$ cat src/rtl/sd_bus_power_seq.sv
module sd_bus_power_seq #(
  parameter int HOLDOFF = 74,
  parameter int DW      = 8
) (
  input  logic          clk,
  input  logic          rst_n,
  input  logic          bus_sel,
  input  logic          bus_wr,
  input  logic [1:0]    bus_size,
  input  logic [31:0]   bus_wdata,
  output logic [31:0]   bus_rdata,
  output logic          bus_err,
  input  logic          cmd_fsm_en,
  input  logic          resp_ok,
  input  logic          cclk_tick,
  input  logic          card_clk_src,
  input  logic          op_cmd_oe,
  input  logic          op_cmd_o,
  input  logic [DW-1:0] op_dat_oe,
  input  logic [DW-1:0] op_dat_o,
  output logic          clk_oe,
  output logic          clk_o,
  output logic          cmd_oe,
  output logic          cmd_o,
  output logic [DW-1:0] dat_oe,
  output logic [DW-1:0] dat_o,
  output logic          cmd_dir,
  output logic [DW-1:0] dat_dir,
  output logic          clk_run,
  output logic          ready,
  output logic          vsw_start
);
  localparam int CW = $clog2(HOLDOFF + 1);
  localparam logic [1:0] PS_OFF = 2'b00, PS_RSV = 2'b01, PS_CYC = 2'b10, PS_ON = 2'b11;
  localparam logic [1:0] SZ_WORD = 2'b10;

  logic [1:0]    ps_q;
  logic          drv_q, go_q, stop_q, pol_q, halt_q;
  logic [CW-1:0] cnt_q;
  logic          wr_ok, powered, halted;

  assign wr_ok   = bus_sel & bus_wr & (bus_size == SZ_WORD);
  assign bus_err = bus_sel & (bus_size != SZ_WORD);
  assign powered = (ps_q == PS_ON);
  assign halted  = halt_q & stop_q;
  assign ready   = powered & (cnt_q == CW'(HOLDOFF));
  assign clk_run = powered & ~halted;
  assign vsw_start = go_q;
  assign bus_rdata = {27'd0, pol_q, stop_q, go_q, ps_q};

  always_ff @(posedge clk or negedge rst_n) begin
    if (!rst_n) begin
      ps_q   <= PS_OFF;
      drv_q  <= 1'b0;
      go_q   <= 1'b0;
      stop_q <= 1'b0;
      pol_q  <= 1'b0;
    end else if (wr_ok) begin
      if (!powered && bus_wdata[1:0] != PS_RSV) begin
        ps_q  <= bus_wdata[1:0];
        drv_q <= (bus_wdata[1:0] == PS_OFF);
      end
      go_q <= bus_wdata[2];
      if (!cmd_fsm_en) stop_q <= bus_wdata[3];
      if (ps_q == PS_OFF) pol_q <= bus_wdata[4];
    end
  end

  always_ff @(posedge clk or negedge rst_n) begin
    if (!rst_n)                      halt_q <= 1'b0;
    else if (!stop_q)                halt_q <= 1'b0;
    else if (resp_ok && powered)     halt_q <= 1'b1;
  end

  always_ff @(posedge clk or negedge rst_n) begin
    if (!rst_n)                               cnt_q <= '0;
    else if (!powered)                        cnt_q <= '0;
    else if (cclk_tick && !ready)             cnt_q <= cnt_q + 1'b1;
  end

  always_comb begin
    clk_oe = 1'b1;
    clk_o  = 1'b0;
    cmd_oe = 1'b0;
    cmd_o  = 1'b0;
    dat_oe = '0;
    dat_o  = '0;
    unique case (ps_q)
      PS_OFF: if (drv_q) begin
        clk_o  = 1'b1;
        cmd_oe = 1'b1;
        cmd_o  = 1'b1;
        dat_oe = '1;
        dat_o  = '1;
      end
      PS_CYC: begin
        cmd_oe = 1'b1;
        dat_oe = '1;
      end
      PS_ON: begin
        clk_o = card_clk_src & ~halted;
        if (ready) begin
          cmd_oe = op_cmd_oe;
          cmd_o  = op_cmd_o;
          dat_oe = op_dat_oe;
          dat_o  = op_dat_o;
        end else begin
          cmd_oe = 1'b1;
          cmd_o  = 1'b1;
          dat_oe = '1;
          dat_o  = '1;
        end
      end
      default: ;
    endcase
  end

  assign cmd_dir = cmd_oe ~^ pol_q;
  assign dat_dir = dat_oe ~^ {DW{pol_q}};
endmodule

$ cat config.mk
export PLATFORM = sky130hd
export DESIGN_NAME = sd_bus_power_seq
export DESIGN_NICKNAME = d
export VERILOG_FILES = /design/src/rtl/sd_bus_power_seq.sv
export SDC_FILE = /design/constraint.sdc
export NUM_CORES = 1
export LEC_CHECK = 0
export ABC_AREA = 1
export BUFFER_PORTS_ARGS = -buffer_cell sky130_fd_sc_hd__buf_2
export CAP_MARGIN = 20
export CORE_AREA = 2 2 73 61
export DETAILED_ROUTE_END_ITERATION = 7
export DIE_AREA = 0 0 75 63
export PLACE_DENSITY = 0.81
export SYNTH_ARGS = -nofsm -noshare
export SYNTH_HDL_FRONTEND = slang
export SYNTH_SLANG_ARGS = --single-unit
$ cat constraint.sdc
create_clock -name clk -period 1.95 [get_ports clk]
set_input_delay 0.195 -clock clk [delete_from_list [all_inputs] [get_ports clk]]
set_output_delay 0.195 -clock clk [all_outputs]
set_load 0.01 [all_outputs]
==> summary.md <==
| Metric | Value |
|---|---|
| Most frequent cell after synthesis | nand2_1 |
| Worst Path Arrival | 1.73 ns |
| Routability Congestion | 0.828 |
| Worst Hold End | vsw_start |
| Vias | 1668 |
| Largest cells by area after synthesis | dfrtp_1 (22%), nand2_1 (17%), buf_4 (15%), inv_1 (8.4%), nand3_1 (7.7%) |
| Slowest stage delay, CP | 0.40 ns |
| Detail-routed via count per cell | 4.50 |
| Psw | 0.00132 W |
| Synthesized instance count | 245 |
| Met3 WL post-DR | 327 um |
| Critical Path RT | 1.75 ns |
| Setup crit start kind | flop |
| Starting Density | 38.9% |
| Hold Crit Class | input pin to flop |
| Max layer used | met4 |
| Max-capacitance violation count | 0 |
| Synth top cells by count | nand2_1 (69), inv_1 (35), buf_4 (31) |
| Internal Power | 0.00129 W |
| Post-layout nets | 381 |
| Post-DP Area | 1820 sq um |
| Fmax achieved | 0.520 GHz |
| Outcome | complete, no violations |
| Crit share post-route | 98.6% |
| Number of synthesized flops with an enable pin | 0 |
| Sequential element share of the synthesized area | 22.4% |
| Reg2reg setup slack | 0.34 ns |
| Worst Hold Depth | 3 |
| First-pass GRT wire length | 6020 um |
| Setup slack after layout | 0.0276 ns |
| Sum of negative setup slack | 0 ns |
| Core ar. | 4020 sq um |
| Final Skew | 0.00299 ns |
| Leakage power | 1.20 nW |
| IO Pins | 125 |
| Total length of routed wires | 3960 um |
| Area grow syn2layout | 26.5% |
| Grt ovf | 0 |
| Synth area leader | dfrtp_1 |
| Met1 Wirelength | 1650 um |
| Clk network pwr share | 11.5% |
| DRC | 0 |
| GRT Total Usage | 15.8% |
| Worst VDD drop | 0.000752 V |
| PD cells | 1320 nW/um^2 |
| Reg2Reg Depth | 8 |
| Number of antenna violations at the first check in global routing | 0 |
| WL per Instance | 10.7 um |
| HPWL after detailed placement | 2930 um |
| Final Cell Area | 1980 sq um |
| Sequential power share | 17.4% |
| Vias in the first global route | 1411 |
| Pwr Total | 0.00261 W |
| Max Root-Sink Buffers | 2 |
| Final worst path period need | 1.92 ns |
| Crit-path cells | inv_2, ha_4, nand2_4, nor2_8, nand3_1, nand2_1, nand2_2, nand2_2, nand2_1, nand2_1, buf_2 |
| CTS Sinks | 14 |
| Post-synth top flop | dfrtp_1 |
| TritonCTS clock tree | done |
| IO Port Bufs | 69 |
| Layout Cells excl Fill | 371 |
| Worst flop-to-flop path startpoint | cnt_q[0] |
| Crit-path max FO | 5 |
| Worst r2r dst | cnt_q[1] |
| Async SR Flop Fraction | 100% |
| Post-Place Worst Slack | 0.130 ns |
| Die Y | 63 um |
| Worst path slowest cell | dfrtp_1 |
| DRT Pass-1 Iters | 4 |
| Fraction of layout cells with a size suffix above 1 | 31.5% |
| Most frequent CP cell | nand2_1 |
| Crit path capture type | output port |
| Width of the die | 75 um |
| Share of the synthesized area in the top cell type | 22.4% |
| CP Class | flop to output port |
| # diodes | 0 |
| Final Max Tran Viols | 0 |
| Clock buffer count from CTS | 3 |
| Skew-Pair Late Insertion Delay | 0.26 ns |
| Routed Antenna Nets | 0 |
| Iteration-0 DRC count of the detailed router | 58 |
| Placed cells | 362 |
| Root Driver | clkbuf_8 |
| Hold Path Origin | bus_wdata[2] |
| Switch share | 50.7% |
| Post-synthesis cell area | 1560 sq um |
| Clock slew at reported path FFs | 0.06 ns |
| Syn_area_per_cell | 6.38 sq um |
| Final Setup Violations | 0 |
| Combinational share of power | 71.1% |
| FF+latch count, synth | 14 |
| H-tree depth | 1 |
| Final Hold Viols | 0 |
| YS warnings | 0 |
| Pin count of the biggest net entering global routing | 19 |
| Die area | 4730 sq um |
| Rows | 21 |
| Synth unique cells | 30 |
| Met2 wire len | 1950 um |
| Unrepaired setup endpoints after global routing | true |
[power groups by stage]
| stage | logic (W) | clock network, W | registers [W] |
|---|---|---|---|
| CTS | 0.00172 | 0.000293 | 0.000433 |
| detailed placement | 0.00170 | 0 | 0.000434 |
| global route | 0.00208 | 0.000313 | 0.000462 |
| global placement | 0.00167 | 0 | 0.000431 |
| finish | 0.00185 | 0.000299 | 0.000453 |
| floorplan | 0.00118 | 0 | 0.000407 |
[stage by stage]
stage,hold WS [ns],util [%]
final,0.142,49.2
after global placement,0.103,45.4
after floorplan,-0.101,-
after detailed placement,0.109,45.4
after global routing,0.166,49.2
after CTS,0.153,47.6
[cell families after synthesis]
group	synth area share, %
AND/OR/NAND/NOR	31.7
buffers and inverters	26.6
AO/OA/AOI/OAI	13.5
flip-flops	22.4
adder cells (fa/ha/maj)	4.80
other	0.480
XOR/XNOR	0.560
[worst max path at each step]
stage,start,endpoint,slack (ns)
after floorplan,ps_q[0],cmd_dir,0.30
after global placement,cnt_q[0],dat_dir[3],0.21
after detailed placement,cnt_q[0],dat_dir[3],0.13
after CTS,ps_q[1],dat_dir[3],0.005
after global routing,cnt_q[0],cmd_dir,-0.09
final,cnt_q[0],dat_dir[3],0.03
[state kept, by name, indices dropped and copies added (netlist names)]
register   count
cnt_q          7
drv_q          1
halt_q         1
pol_q          1
ps_q           2
stop_q         1
vsw_start      1
[area by class of cell]
class                   count  area [sq um]
flip-flops and latches     14           353
inverters                  37           140
fillers                   389          2040
clock buffers               4          55.1
well taps                  57          71.3
multi-input cells         183           951
repair buffers             76           408
[timing repair]
action | CTS | global route
gates resized for setup | 4 | 14
endpoints found under the setup margin | 27 | 27
gates cloned | 1 | 1
pin swaps | 1 | 3
setup buffers | 0 | 2
hold buffers | 1 | 0
hold endpoints to repair | 14 | 0
[placed cells by master (no fill, tap or decap), drive strengths merged]
cell / n
o21ai: 19
o21a: 1
dfrtp: 14
o31ai: 1
nand3b: 1
inv: 35
nor2: 10
nand4: 1
conb: 28
o21bai: 1
a21oi: 15
clkinv: 2
nand3: 24
xor2: 1
nor3: 1
clkbuf: 4
nand2: 72
dlygate4sd3: 1
buf: 75
a21o: 1
or2: 1
ha: 6
[critical path, delay by kind of cell (launching register included)]
family / cells / cell delay, ns
flip-flops: 1 / 0.40
AND/OR/NAND/NOR: 8 / 0.65
adder cells (fa/ha/maj): 1 / 0.16
buffers and inverters: 2 / 0.24
[layer usage]
metal  vias to the layer above  track usage (%)
li1                        854                -
met1                       735             20.5
met4                         0             2.68
met2                        72             26.6
met5                         -                0
met3                         7             3.55
(Power assumes the default switching activity.)
